--- src/rtl/uirq_pkg.sv ---
package uirq_pkg;

    localparam int IE_W   = 8;
    localparam int IE_RXD = 0;
    localparam int IE_THR = 1;
    localparam int IE_LSR = 2;
    localparam int IE_MSR = 3;
    localparam int IE_SWF = 5;
    localparam int IE_RTS = 6;
    localparam int IE_CTS = 7;

    localparam int NUM_SRC = 7;

    // Values follow priority order: lower value wins.
    typedef enum logic [2:0] {
        SRC_LSR  = 3'd0,
        SRC_RXD  = 3'd1,
        SRC_RXT  = 3'd2,
        SRC_THR  = 3'd3,
        SRC_MSR  = 3'd4,
        SRC_SWF  = 3'd5,
        SRC_HWF  = 3'd6,
        SRC_NONE = 3'd7
    } src_e;

    typedef struct packed {
        logic hwf;
        logic swf;
        logic msr;
        logic thr;
        logic rxt;
        logic rxd;
        logic lsr;
    } pend_t;

    function automatic logic [5:0] isr_code(src_e s);
        case (s)
            SRC_LSR: return 6'h06;
            SRC_RXD: return 6'h04;
            SRC_RXT: return 6'h0C;
            SRC_THR: return 6'h02;
            SRC_MSR: return 6'h00;
            SRC_SWF: return 6'h10;
            SRC_HWF: return 6'h20;
            default: return 6'h01;
        endcase
    endfunction

    function automatic logic is_polled(logic [IE_W-1:0] ier, logic fifo_en);
        return fifo_en && (ier[3:0] == 4'h0);
    endfunction

endpackage

--- src/rtl/uirq_rise_det.sv ---
module uirq_rise_det #(
    parameter int W = 2
) (
    input  logic         clk,
    input  logic         rst,
    input  logic [W-1:0] sig,
    output logic [W-1:0] rise
);
    logic [W-1:0] prev_q;

    // Reset to ones so a pin already high at reset is not an edge.
    always_ff @(posedge clk) begin
        if (rst) prev_q <= '1;
        else     prev_q <= sig;
    end

    assign rise = sig & ~prev_q;
endmodule

--- src/rtl/uirq_event_latch.sv ---
module uirq_event_latch #(
    parameter int N_EV = 2
) (
    input  logic            clk,
    input  logic            rst,
    input  logic [N_EV-1:0] ev,
    input  logic [N_EV-1:0] en,
    input  logic            clr,
    output logic            flag
);
    logic hit;
    assign hit = |(ev & en);

    always_ff @(posedge clk) begin
        if (rst)      flag <= 1'b0;
        else if (hit) flag <= 1'b1;
        else if (clr) flag <= 1'b0;
    end

    a_r7_set_cause: assert property (@(posedge clk) disable iff (rst)
        $rose(flag) |-> $past(hit));
    a_r7_read_clear: assert property (@(posedge clk) disable iff (rst)
        (clr && !hit) |=> !flag);
endmodule

--- src/rtl/uirq_thr_tracker.sv ---
module uirq_thr_tracker (
    input  logic clk,
    input  logic rst,
    input  logic empty,
    input  logic enable,
    input  logic wr,
    input  logic rd_clr,
    output logic pend
);
    logic arm, arm_q, set_c, clr_c;

    assign arm   = empty & enable;
    assign set_c = arm & ~arm_q;
    assign clr_c = wr | ~empty | rd_clr;

    always_ff @(posedge clk) begin
        if (rst) begin
            arm_q <= 1'b0;
            pend  <= 1'b0;
        end else begin
            arm_q <= arm;
            if (clr_c)      pend <= 1'b0;
            else if (set_c) pend <= 1'b1;
        end
    end

    a_r4_write_clears: assert property (@(posedge clk) disable iff (rst)
        wr |=> !pend);
    a_r4_rise_cause: assert property (@(posedge clk) disable iff (rst)
        $rose(pend) |-> $past(empty && enable));
    a_r5_read_clears: assert property (@(posedge clk) disable iff (rst)
        rd_clr |=> !pend);
endmodule

--- src/rtl/uirq_prio_enc.sv ---
module uirq_prio_enc
    import uirq_pkg::*;
(
    input  logic            clk,
    input  logic            rst,
    input  pend_t           pend,
    input  logic [IE_W-1:0] ier,
    input  logic            fifo_en,
    output src_e            sel
);
    logic [NUM_SRC-1:0] req;
    logic [NUM_SRC-1:0] grant;

    always_comb begin
        req[SRC_LSR] = pend.lsr & ier[IE_LSR];
        req[SRC_RXD] = pend.rxd & ier[IE_RXD];
        req[SRC_RXT] = pend.rxt & ier[IE_RXD];
        req[SRC_THR] = pend.thr & ier[IE_THR];
        req[SRC_MSR] = pend.msr & ier[IE_MSR];
        req[SRC_SWF] = pend.swf & ier[IE_SWF];
        req[SRC_HWF] = pend.hwf & (ier[IE_RTS] | ier[IE_CTS]);
        if (is_polled(ier, fifo_en)) req = '0;
    end

    always_comb begin
        logic found;
        found = 1'b0;
        grant = '0;
        sel   = SRC_NONE;
        for (int i = 0; i < NUM_SRC; i++) begin
            if (req[i] && !found) begin
                found    = 1'b1;
                grant[i] = 1'b1;
                sel      = src_e'(3'(i));
            end
        end
    end

    a_r2_single_grant: assert property (@(posedge clk) disable iff (rst)
        $onehot0(grant));
    a_r2_top_wins: assert property (@(posedge clk) disable iff (rst)
        req[SRC_LSR] |-> (sel == SRC_LSR));
endmodule

--- src/rtl/uirq_ctrl.sv ---
module uirq_ctrl
    import uirq_pkg::*;
(
    input  logic       clk,
    input  logic       rst,
    input  logic       ier_wr,
    input  logic [7:0] ier_wdata,
    input  logic       fifo_en,
    input  logic       out_en,
    input  logic       lsr_err,
    input  logic       rx_trig,
    input  logic       rx_tmo,
    input  logic       thr_empty,
    input  logic       thr_wr,
    input  logic       msr_chg,
    input  logic       xoff_det,
    input  logic       spec_det,
    input  logic       cts_in,
    input  logic       rts_out,
    input  logic       isr_rd,
    output logic [7:0] isr_val,
    output logic       irq
);
    localparam int N_FLOW = 2;

    logic [IE_W-1:0] ier_q;
    logic            thr_pend;
    logic            swf_flag, hwf_flag;
    logic [1:0]      pin_rise;
    pend_t           pend;
    src_e            sel;

    always_ff @(posedge clk) begin
        if (rst)         ier_q <= '0;
        else if (ier_wr) ier_q <= ier_wdata;
    end

    uirq_thr_tracker u_thr (
        .clk    (clk),
        .rst    (rst),
        .empty  (thr_empty),
        .enable (ier_q[IE_THR]),
        .wr     (thr_wr),
        .rd_clr (isr_rd && (sel == SRC_THR)),
        .pend   (thr_pend)
    );

    // pin_rise[1] = CTS, pin_rise[0] = RTS
    uirq_rise_det #(.W(2)) u_rise (
        .clk  (clk),
        .rst  (rst),
        .sig  ({cts_in, rts_out}),
        .rise (pin_rise)
    );

    uirq_event_latch #(.N_EV(N_FLOW)) u_swf (
        .clk  (clk),
        .rst  (rst),
        .ev   ({spec_det, xoff_det}),
        .en   ({ier_q[IE_SWF], ier_q[IE_SWF]}),
        .clr  (isr_rd && (sel == SRC_SWF)),
        .flag (swf_flag)
    );

    uirq_event_latch #(.N_EV(N_FLOW)) u_hwf (
        .clk  (clk),
        .rst  (rst),
        .ev   (pin_rise),
        .en   ({ier_q[IE_CTS], ier_q[IE_RTS]}),
        .clr  (isr_rd && (sel == SRC_HWF)),
        .flag (hwf_flag)
    );

    always_comb begin
        pend.lsr = lsr_err;
        pend.rxd = rx_trig;
        pend.rxt = rx_tmo;
        pend.thr = thr_pend;
        pend.msr = msr_chg;
        pend.swf = swf_flag;
        pend.hwf = hwf_flag;
    end

    uirq_prio_enc u_enc (
        .clk     (clk),
        .rst     (rst),
        .pend    (pend),
        .ier     (ier_q),
        .fifo_en (fifo_en),
        .sel     (sel)
    );

    assign isr_val = {fifo_en, fifo_en, isr_code(sel)};
    assign irq     = out_en & (sel != SRC_NONE);

    a_r9_gate: assert property (@(posedge clk) disable iff (rst)
        !out_en |-> !irq);
    a_r8_polled_quiet: assert property (@(posedge clk) disable iff (rst)
        (fifo_en && ier_q[3:0] == 4'h0) |-> (isr_val[0] && !irq));
    a_r3_lsr_masked: assert property (@(posedge clk) disable iff (rst)
        !ier_q[IE_LSR] |-> (isr_val[5:0] != 6'h06));
    a_r10_level_kept: assert property (@(posedge clk) disable iff (rst)
        (isr_rd && lsr_err && ier_q[IE_LSR] && !ier_wr && !fifo_en
         && $stable(lsr_err)) |=> (!lsr_err || isr_val[5:0] == 6'h06));
endmodule

--- config.mk ---
export PLATFORM = sky130hd
export DESIGN_NAME = uirq_ctrl
export DESIGN_NICKNAME = d
export VERILOG_FILES = /design/src/rtl/uirq_pkg.sv /design/src/rtl/uirq_rise_det.sv /design/src/rtl/uirq_event_latch.sv /design/src/rtl/uirq_thr_tracker.sv /design/src/rtl/uirq_prio_enc.sv /design/src/rtl/uirq_ctrl.sv
export SDC_FILE = /design/constraint.sdc
export NUM_CORES = 1
export LEC_CHECK = 0
export BUFFER_PORTS_ARGS = -buffer_cell sky130_fd_sc_hd__buf_2
export CAP_MARGIN = 20
export CELL_PAD_IN_SITES_DETAIL_PLACEMENT = 1
export CELL_PAD_IN_SITES_GLOBAL_PLACEMENT = 1
export CORE_MARGIN = 10
export CORE_UTILIZATION = 30
export DETAILED_ROUTE_END_ITERATION = 10
export GPL_ROUTABILITY_DRIVEN = 0
export PLACE_DENSITY_LB_ADDON = 0.1
export SLEW_MARGIN = 20
export SYNTH_ARGS = -nofsm -noshare
export SYNTH_HDL_FRONTEND = slang
export SYNTH_SLANG_ARGS = --single-unit
--- constraint.sdc ---
create_clock -name clk -period 1.5 [get_ports clk]
set_input_delay 0.15 -clock clk [delete_from_list [all_inputs] [get_ports clk]]
set_output_delay 0.15 -clock clk [all_outputs]
set_load 0.01 [all_outputs]
After elaboration in Yosys (flattened, before gate mapping)
Cells that the tools add are included.
{"block": "op_classes", "eq_ne": 7, "mux": 19, "bitwise_logic": 19, "reduce_logical": 23}
{"op": "$pmux 6 s7", "n": 1}
{"op": "$mux 3", "n": 7}
{"op": "$and 1x1->1", "n": 10}
{"op": "$logic_and 1x1->1", "n": 10}
{"op": "$mux 1", "n": 10}
{"op": "$eq 3x3->1 const B", "n": 3}
{"op": "$mux 7", "n": 1}
{"op": "$and 2x2->2", "n": 3}
{"op": "$eq 3x2->1 const B", "n": 2}
{"op": "$logic_not 1->1", "n": 6}
{"op": "$reduce_or 2->1", "n": 3}
{"op": "$logic_not 4->1", "n": 1}
{"op": "$reduce_bool 2->1", "n": 2}
{"op": "$eq 3x1->1 const B", "n": 1}
{"op": "$logic_not 3->1", "n": 1}
{"op": "$ne 3x3->1 const B", "n": 1}
{"op": "$or 1x1->1", "n": 3}
{"op": "$not 1->1", "n": 2}
{"op": "$not 2->2", "n": 1}
{"block": "word_totals", "ff_bits": 14, "inputBits": 24, "output_inout_bits": 9, "elab_cells": 74}

Longest topological paths before layout
Gate-level depths: netlist of run 1.
{"block": "depth", "ltp_word": 26, "ltp_mapped": 4, "depth_no_buf": 4}

By module
Synthesis of run 1 repeated with hierarchy kept, for this count alone.
{"block": "hier_totals", "hier_cells": 82, "area_unflattened_um2": 721.9}
{"mod": "uirq_ctrl", "n_inst": 1, "cells_each": 42, "area_per_inst_um2": 375.4, "seq_area_each_um2": 160.2}
{"mod": "uirq_prio_enc", "n_inst": 1, "cells_each": 18, "area_per_inst_um2": 123.9, "seq_area_each_um2": 0.0}
{"mod": "uirq_event_latch", "n_inst": 2, "cells_each": 5, "area_per_inst_um2": 40.0, "seq_area_each_um2": 20.0}
{"mod": "uirq_thr_tracker", "n_inst": 1, "cells_each": 6, "area_per_inst_um2": 77.6, "seq_area_each_um2": 40.0}
{"mod": "uirq_rise_det", "n_inst": 1, "cells_each": 6, "area_per_inst_um2": 65.1, "seq_area_each_um2": 40.0}

Worst setup path after synthesis of run 1
No wires, ideal clock.
{"block": "synth_path", "kind": "reg-to-output", "from": "register ier_q[0]", "to": "output isr_val[4]", "arrival_ns": 1.041, "required_ns": 1.350, "setup_slack_ns": 0.309, "stages_incl_launch_ff": 5, "path_buffers": 0, "path_cell_list": "dfxtp_1 > nor4_1 > and2_2 > or2_1 > nor2_1"}
{"block": "synth_via", "elab_chain_cells": 24, "word_cells_on_any_way": 38, "classes_between": "6 x eq/ne; 15 x mux; 2 x bitwise; 15 x reduce/logical"}
{"element": "start, declared", "line_no": "uirq_ctrl.sv:26", "text": "logic [IE_W-1:0] ier_q;"}
{"element": "start signal, assigned", "line_no": "uirq_ctrl.sv:35", "text": "else if (ier_wr) ier_q <= ier_wdata;"}
{"element": "$logic_not 4->1", "line_no": "uirq_pkg.sv:50", "text": "return fifo_en && (ier[3:0] == 4'h0);"}
{"element": "$logic_and 1x1->1", "line_no": "uirq_pkg.sv:50"}
{"element": "$mux 7 (*)", "line_no": "uirq_prio_enc.sv:22", "text": "if (is_polled(ier, fifo_en)) req = '0;"}
{"element": "$mux 1", "line_no": "uirq_prio_enc.sv:31", "text": "if (req[i] && !found) begin"}
{"element": "$logic_not 1->1", "line_no": "uirq_prio_enc.sv:31"}
{"element": "$logic_and 1x1->1", "line_no": "uirq_prio_enc.sv:31"}
{"element": "$mux 1", "line_no": "uirq_prio_enc.sv:31"}
{"element": "$logic_not 1->1", "line_no": "uirq_prio_enc.sv:31"}
{"element": "(+8 left out)"}
{"element": "$logic_not 1->1", "line_no": "uirq_prio_enc.sv:31"}
{"element": "$logic_and 1x1->1", "line_no": "uirq_prio_enc.sv:31"}
{"element": "$mux 1", "line_no": "uirq_prio_enc.sv:31"}
{"element": "$logic_not 1->1", "line_no": "uirq_prio_enc.sv:31"}
{"element": "$logic_and 1x1->1", "line_no": "uirq_prio_enc.sv:31"}
{"element": "$mux 3 (*)", "line_no": "uirq_prio_enc.sv:31"}
{"element": "$eq 3x3->1 (tied with other cells)", "line_no": "uirq_pkg.sv:37", "text": "case (s)"}
{"element": "$pmux 6 s7 (*)", "line_no": "uirq_pkg.sv:37"}
{"element": "end, declared", "line_no": "uirq_ctrl.sv:21", "text": "output logic [7:0] isr_val,"}
Every way passes the cells marked *; elsewhere a longest branch is shown, timed or not.

Worst setup path after layout of run 1
{"block": "layout_path", "from": "register ier_q[1]", "to": "output irq"}
{"block": "layout_via", "elab_chain_cells": 24, "word_cells_on_any_way": 31, "classes_between": "1 x eq/ne; 14 x mux; 2 x bitwise; 14 x reduce/logical"}
{"element": "$logic_not 4->1", "line_no": "uirq_pkg.sv:50"}
{"element": "$logic_and 1x1->1", "line_no": "uirq_pkg.sv:50"}
{"element": "$mux 7 (*)", "line_no": "uirq_prio_enc.sv:22"}
{"element": "$mux 1", "line_no": "uirq_prio_enc.sv:31"}
{"element": "$logic_not 1->1", "line_no": "uirq_prio_enc.sv:31"}
{"element": "$logic_and 1x1->1", "line_no": "uirq_prio_enc.sv:31"}
{"element": "$mux 1", "line_no": "uirq_prio_enc.sv:31"}
{"element": "$logic_not 1->1", "line_no": "uirq_prio_enc.sv:31"}
{"element": "(+8 left out)"}
{"element": "$logic_not 1->1", "line_no": "uirq_prio_enc.sv:31"}
{"element": "$logic_and 1x1->1", "line_no": "uirq_prio_enc.sv:31"}
{"element": "$mux 1", "line_no": "uirq_prio_enc.sv:31"}
{"element": "$logic_not 1->1", "line_no": "uirq_prio_enc.sv:31"}
{"element": "$logic_and 1x1->1", "line_no": "uirq_prio_enc.sv:31"}
{"element": "$mux 3 (*)", "line_no": "uirq_prio_enc.sv:31"}
{"element": "$ne 3x3->1 (*)", "line_no": "uirq_ctrl.sv:94", "text": "assign irq = out_en & (sel != SRC_NONE);"}
{"element": "$and 1x1->1 (*)", "line_no": "uirq_ctrl.sv:94"}
{"element": "end, declared", "line_no": "uirq_ctrl.sv:22", "text": "output logic irq"}
Marked as above.

==> results of run 1 <==
-- metrics by stage --
| stage | std cells | setup TNS, ns | setup WS, ns |
|---|---|---|---|
| 2_1_floorplan | 67 | 0 | 0.309 |
| 3_3_place_gp | 122 | 0 | 0.140 |
| 3_5_place_dp | 122 | 0 | 0.101 |
| 4_1_cts | 128 | -0.159 | -0.0835 |
| 5_1_grt | 129 | -0.595 | -0.196 |
| 6_report | 129 | -0.322 | -0.132 |
-- worst min-delay path by stage --
stage                     startpoint         end  slack, ns  cells after the start
after floorplan               thr_wr  u_thr.pend       0.23                      1
after global placement        thr_wr  u_thr.pend       0.32                      2
after detailed placement      thr_wr  u_thr.pend       0.32                      2
after CTS                     thr_wr  u_thr.pend       0.02                      2
after global routing          thr_wr  u_thr.pend       0.02                      2
final                         thr_wr  u_thr.pend       0.03                      2
-- repair_timing --
item                                    4_1_cts  5_1_grt
resized for setup                             7        9
buffers inserted                              2        1
pin swaps                                     4        4
endpoints found under the setup margin        4        4
-- sequential cells by signal (all words and copies together) (netlist names) --
register       cells
ier_q              7
u_swf.flag         1
u_rise.prev_q      2
u_hwf.flag         1
u_thr.pend         1
u_thr.arm_q        1
-- layer usage --
layer | vias up | GRT usage (%) | part of all wire (%)
met1 | 289 | 9.94 | 40
met2 | 22 | 14.4 | 49
met5 | - | 0 | 0
met3 | 2 | 3.90 | 9.8
met4 | 0 | 3.93 | 0.46
li1 | 308 | - | -
-- area by class of cell --
| cell class | count | area share [%] |
|---|---|---|
| clock buffer | 4 | 2.89 |
| timing repair buffer | 35 | 20.4 |
| inverter | 2 | 0.825 |
| tap | 27 | 3.71 |
| multi-input combinational | 48 | 42.4 |
| sequential | 13 | 29.8 |
-- synthesized netlist by cell type (2+ instances only) --
| cell | count |
|---|---|
| a21oi_1 | 2 |
| nand3b_1 | 2 |
| buf_4 | 2 |
| a31oi_1 | 2 |
| nand2_1 | 7 |
| dfxtp_1 | 13 |
| nor2_1 | 10 |
| mux2i_1 | 7 |
| inv_1 | 2 |
| or2_1 | 3 |
-- power by group --
group | leakage (nW) | internal [W] | switching [W]
clock | 0.0150 | 0.000103 | 0.000109
sequential | 0.110 | 0.000364 | 0.0000212
combinational | 0.294 | 0.0000832 | 0.0000724
total | 0.419 | 0.000550 | 0.000202
-- cells by family (layout without fill, tap and decap cells) --
kind of cell           count (synthesis)  count (layout)  synth area share [%]
AND/OR/NAND/NOR                       30              30                  27.4
multiplexers                           7               7                  11.0
flip-flops                            13              13                  41.0
buffers and inverters                  6              41                  4.93
AO/OA/AOI/OAI                         11              11                  15.6
==> impl_metrics.toml, run 1 <==
[outcome]
status = "finished, violations left"
violations = "setup timing"

[logic_synthesis]
synth_area_leaders = "dfxtp_1 41%, mux2i_1 11%, nor2_1 5.9%"
synth_area_leader_cell = "dfxtp_1"
yosysTopAreaCellShare_pct = 41.0
async_reset_ff_share_pct = 0
syn-cell-area_um2 = 634
syn_nets = 91
synth_seq_cells = 13
ys_warn_count = 0
ys_types = 27
synth_edf_count = 0
yosysSeqAreaShare_pct = 41.0
syn_avg_cell_area_um2 = 9.47
synthCells = 67
ys.flop_type = "dfxtp_1"

[placed_design]
port_buffers = 31
place_hpwl_um = 1510
dpl_cell_area_um2 = 807

[floorplan]
rows = 16
io_pins = 33
initial_core_util_pct = 32.0
die_h_um = 66.0
die_x_um = 66.0
core_um2 = 1980
die_area_um2 = 4350

[final_layout]
fin_nets = 127
utilization_pct = 45.9
final_cell_area_um2 = 910
register_area_um2 = 272
final_layout_size_suffix_gt1_share_pct = 53.9
final_common_cell = "buf_2"
n_antenna_cell = 0
areaGrowthSynthToFinish_pct = 43.4
multi_input_area_um2 = 385
fill_cells = 242
layout_common_cells = "31 x buf_2, 10 x nor2_1, 7 x mux2i_1"

[clock_network]
cts_root_buf = "clkbuf_4"
clk-insertion-delay-late_ns = 0.27
cts.path.max_buffers = 2
htree_levels = 1
cts_hold_buffers = 0
cts_tree = "done"
cts.sinks = 13
path_clk_slew_ns = 0.08
numCtsBuffers = 3

[power_and_ir_drop]
finalPower_w = 0.000753
leakage_nw = 0.419
power_density_nw_per_um2 = 827
peakVddDrop_mv = 0.474

[timing]
fmax_mhz = 613
setup_viol_count_final = 4
period_needed_ns = 1.63
rsz0062_at_grt = "yes"
tightest_slew_ns = 0.228
maxSlewHeadroom_pct = 84.6
holdWs_ns = 0.0312
hold_viol_final = 0
skew_ns = 0.00121
fin_ws_ns = -0.132
final-max-slew-violation-count = 0
fin_crit_sh_pct = 109

[setup_path]
critical_path_required_ns = 1.35
reg2regPathDepth = 5
rr_startpoint = "ier_q[1]"
r2r-end = "u_hwf.flag"
critPathSlowestCell = "dfxtp_4"
end_kind = "output port"
critPathMaxStageDelay_ns = 0.37
arrival_ns = 1.48
cp_num_buf_inv = 1
r2r_slack_ns = 0.24
critical_path.top_delay_family = "simple AND/OR/NAND/NOR gates"
critPathLaunch = "ier_q[1]"
crit_fanout = 3
critPathLaunchType = "register"
crit_cells = 5
crit_end = "irq"
critical_path.cell_chain = "nor4_4 > and2_4 > a31oi_4 > o21a_1 > buf_2"
crit_type = "reg -> out"

[hold_path]
hold_path_class = "in -> reg"

[drt]
drc = 0
viasPerCell = 4.81
first_pass_iters = 4
wl_per_cell_um = 15.1
drtIter0Drc = 20
wl_um = 1940
dr_total_vias = 621
drtAntennaViolNets = 0

[run]
max_cap_violations = 0

[grt]
grt-ovfl-total = 0
grt_pass1_wl_um = 3060
first_global_vias = 677
grt_usage_pct = 8.92
grt_max_degree = 14
grt_antenna_before_repair = 0
(Power assumes the default switching activity.)
==> run 2: changes to the inputs <==
CORE_UTILIZATION = 33   (was 30)
clock period = 1.9 ns   (was 1.5 ns; I/O delays follow)
==> impl_metrics.toml, run 2 (same netlist as run 1, synthesis figures left out) <==
[clock_network]
cts_hold_buffers = 0
cts.path.max_buffers = 2
path_clk_slew_ns = 0.08
cts_resized = 0
cts.sinks = 13
clk-insertion-delay-late_ns = 0.26
numCtsBuffers = 3
htree_levels = 1
cts_root_buf = "clkbuf_4"
cts_setup_buffers = 0
cts_tree = "done"

[timing]
fin_ws_ns = 0.205
period_needed_ns = 1.69
final-max-slew-violation-count = 0
skew_ns = 0.00330
final.setup.tns_ns = 0
hold_viol_final = 0
fin_crit_sh_pct = 89.2
maxSlewHeadroom_pct = 85.3
fmax_mhz = 590
setup_viol_count_final = 0
rsz0062_at_grt = "no"
tightest_slew_ns = 0.217

[outcome]
status = "finished, final reports clean"

[setup_path]
crit_type = "reg -> out"
rr_startpoint = "ier_q[1]"
critPathLaunchType = "register"
crit_end = "irq"
reg2regPathDepth = 4
end_kind = "output port"
critical_path_required_ns = 1.71
critPathLaunch = "ier_q[0]"
crit_fanout = 4
r2r-end = "u_hwf.flag"
r2r_slack_ns = 0.72
arrival_ns = 1.50

[floorplan]
io_pins = 33
die_h_um = 63.8
die_area_um2 = 4080
initial_core_util_pct = 35.6
rows = 15
die_x_um = 63.8
core_um2 = 1780

[drt]
first_pass_iters = 3
wl_per_cell_um = 13.9
wl_um = 1710
dr_total_vias = 587
drtIter0Drc = 19
drtAntennaViolNets = 0
viasPerCell = 4.77
drc = 0

[final_layout]
register_area_um2 = 260
largest-register = "ier_q"
final_common_cell = "buf_2"
multi_input_area_um2 = 343
final_cell_area_um2 = 823
largest_register_ffs = 7
fin_nets = 123
final_layout_size_suffix_gt1_share_pct = 39.8
fill_cells = 240
areaGrowthSynthToFinish_pct = 29.8
n_antenna_cell = 0
reg_top3 = "ier_q: 7 flops, u_rise.prev_q: 2 flops"
layout_common_cells = "31 x buf_2, 13 x dfxtp_1, 10 x nor2_1"

[grt]
grt_pass1_wl_um = 2960
grt_usage_pct = 8.63
grt-ovfl-total = 0
first_global_vias = 642
grt_antenna_before_repair = 0
grt_max_degree = 14

[placed_design]
port_buffers = 31
dpl_cell_area_um2 = 797
place_ws_ns = 0.495
place_hpwl_um = 1370

[power_and_ir_drop]
peakVddDrop_mv = 0.371
power_density_nw_per_um2 = 687
leakage_nw = 0.386

[hold_path]
hold_path_class = "in -> reg"

[run]
max_cap_violations = 0
## run 2: changes by cell type in the layout (fill, tap and decap cells not counted), moves of 2 or more
cell | previous run | this run
nand2_2 | 2 | 0
dfxtp_1 | 6 | 13
buf_4 | 4 | 0
nand2_1 | 5 | 7
dfxtp_2 | 6 | 0
## run 2: power by group
part | internal, W | switching, W | leakage (nW) | total [W]
clock network | 0.0000811 | 0.0000831 | 0.0150 | 0.000164
registers | 0.000286 | 0.0000123 | 0.107 | 0.000298
logic | 0.0000517 | 0.0000511 | 0.264 | 0.000103
## run 2: stage by stage
stage	std cells	hold slack [ns]	power, W	utilization [%]
floorplan	67	0.267	0.000365	-
global route	123	0.0600	0.000606	46.2
detailed placement	119	0.356	0.000409	44.7
CTS	123	0.0652	0.000578	46.2
finish	123	0.0744	0.000565	46.2
global placement	119	0.357	0.000407	44.7
## run 2: worst min path at each step
stage               startpoint          to  slack, ns  cells past startpoint
floorplan               thr_wr  u_thr.pend       0.27                      1
global placement        thr_wr  u_thr.pend       0.36                      2
detailed placement      thr_wr  u_thr.pend       0.36                      2
CTS                     thr_wr  u_thr.pend       0.07                      2
global route            thr_wr  u_thr.pend       0.06                      2
finish                  thr_wr  u_thr.pend       0.07                      2
## run 2: critical path, cell delays in order (launching register included)
cell and delay (ns):
dfxtp_1 0.36, nor4_1 0.27, and2_2 0.23, a31oi_1 0.07, o21a_1 0.18, buf_2 0.13
## run 2: per-layer routing
layer / share of wire, % / up-vias / track usage (%)
met5: 0 / - / 0
met2: 37 / 23 / 11.4
met1: 49 / 263 / 11.4
li1: - / 299 / -
met3: 13 / 2 / 4.36
met4: 1.3 / 0 / 3.28
## run 2: cell type report
cell class	count	share of cell area (%)
clock buffers	4	3.19
inverters	2	0.912
multi-input cells	48	41.6
flip-flops and latches	13	31.6
well taps	25	3.80
repair buffers	31	18.8
==> run 3: changes to the inputs <==
CORE_ASPECT_RATIO = 0.75   (was unset)
REMOVE_ABC_BUFFERS = 1   (was unset)
==> impl_metrics.toml, run 3 (same netlist as run 1, synthesis figures left out) <==
[outcome]
status = "finished, final reports clean"

[setup_path]
critical_path_required_ns = 1.71
crit_fanout = 4
r2r-end = "u_hwf.flag"
arrival_ns = 1.51
end_kind = "output port"
reg2regPathDepth = 4
critPathLaunchType = "register"
rr_startpoint = "ier_q[1]"
crit_type = "reg -> out"
critPathLaunch = "ier_q[0]"
r2r_slack_ns = 0.67

[final_layout]
reg_top3 = "ier_q: 7 flops, u_rise.prev_q: 2 flops"
instances_no_fill = 120
register_area_um2 = 260
final_layout_size_suffix_gt1_share_pct = 39.8
layout_common_cells = "31 x buf_2, 13 x dfxtp_1, 10 x nor2_1"
largest-register = "ier_q"
areaGrowthSynthToFinish_pct = 29.2
largest_register_ffs = 7
final_common_cell = "buf_2"
fill_cells = 231
fin_nets = 123
n_antenna_cell = 0
multi_input_area_um2 = 343

[hold_path]
hold_end = "u_thr.pend"
hold-path-cell-count = 2
hold_path_class = "in -> reg"
hold_start = "thr_wr"

[timing]
hold_viol_final = 0
rsz0062_at_grt = "no"
setup_viol_count_final = 0
fmax_mhz = 587
period_needed_ns = 1.70
skew_ns = 0.00190
fin_crit_sh_pct = 89.7
final.setup.tns_ns = 0
holdWs_ns = 0.0703
final-max-slew-violation-count = 0
maxSlewHeadroom_pct = 84.9
tightest_slew_ns = 0.223

[power_and_ir_drop]
p_sw_share_pct = 26.9
seqPwrFrac_pct = 52.3
power_density_nw_per_um2 = 700
power_frac_comb_pct = 18.0
power_frac_clock_pct = 29.7
switchingPower_w = 0.000154
peakVddDrop_mv = 0.420
leakage_nw = 0.386
power.internal_w = 0.000419

[drt]
viasPerCell = 5.00
wl_per_cell_um = 15.7
drtAntennaViolNets = 0
wl_um = 1880
first_pass_iters = 4
drtIter0Drc = 19
drc = 0
dr_total_vias = 600

[clock_network]
numCtsBuffers = 3
cts_hold_buffers = 0
cts_resized = 0
cts.path.max_buffers = 2
cts_root_buf = "clkbuf_4"
cts.sinks = 13
cts_tree = "done"
htree_levels = 1
cts_setup_buffers = 0
clk-insertion-delay-late_ns = 0.27
path_clk_slew_ns = 0.08

[floorplan]
core_um2 = 1770
initial_core_util_pct = 35.8
rows = 13
io_pins = 33
die_x_um = 70.6
die_h_um = 58.0
die_area_um2 = 4090

[grt]
grt_usage_pct = 8.93
grt_pass1_wl_um = 2940
grt_max_degree = 14
grt_antenna_before_repair = 0
first_global_vias = 658
grt-ovfl-total = 0

[run]
max_cap_violations = 0

[placed_design]
place_inst = 116
place_hpwl_um = 1490
port_buffers = 31
run 3: cell counts in the layout (fill, tap and decap cells not counted):
No cell type changed its count.
run 3: power groups by stage:
stage | sequential, W | clock, W | combinational, W
after floorplan | 0.000301 | 0 | 0.0000537
final | 0.000300 | 0.000170 | 0.000103
after detailed placement | 0.000306 | 0 | 0.000104
after global placement | 0.000306 | 0 | 0.000102
after CTS | 0.000300 | 0.000182 | 0.000105
after global routing | 0.000302 | 0.000197 | 0.000114
run 3: final cells by class:
type / instances / area share [%]
clock buffers: 4 / 3.21
repair buffers: 31 / 18.9
multi-input cells: 48 / 41.8
well taps: 22 / 3.36
inverters: 2 / 0.916
flip-flops and latches: 13 / 31.8
run 3: per-layer routing:
layer	vias to the layer above	track usage [%]	share of wire, %	routed length, µm
li1	298	-	-	-
met5	-	0	0	0
met3	2	4.25	8.1	152
met1	276	9.13	47	885
met2	24	15.3	44	836
met4	0	4.13	0.53	10
run 3: worst max-delay path: stages (launching register included):
cell and delay [ns]:
dfxtp_1 0.37, nor4_1 0.27, and2_2 0.23, a31oi_1 0.07
o21a_1 0.17, buf_2 0.13
run 3: through the flow:
step	instance area, µm²	utilization [%]	power, W	worst slack (ns)
after global routing	820	46.2	0.000613	0.0537
after floorplan	611	-	0.000355	0.669
after global placement	793	44.7	0.000407	0.504
after detailed placement	793	44.7	0.000410	0.495
final	820	46.2	0.000573	0.196
after CTS	820	46.2	0.000588	0.173
run 3: how the worst max path moves through the flow:
stage,end
final,irq
after global placement,irq
after global routing,irq
after floorplan,isr_val[4]
after CTS,irq
after detailed placement,irq
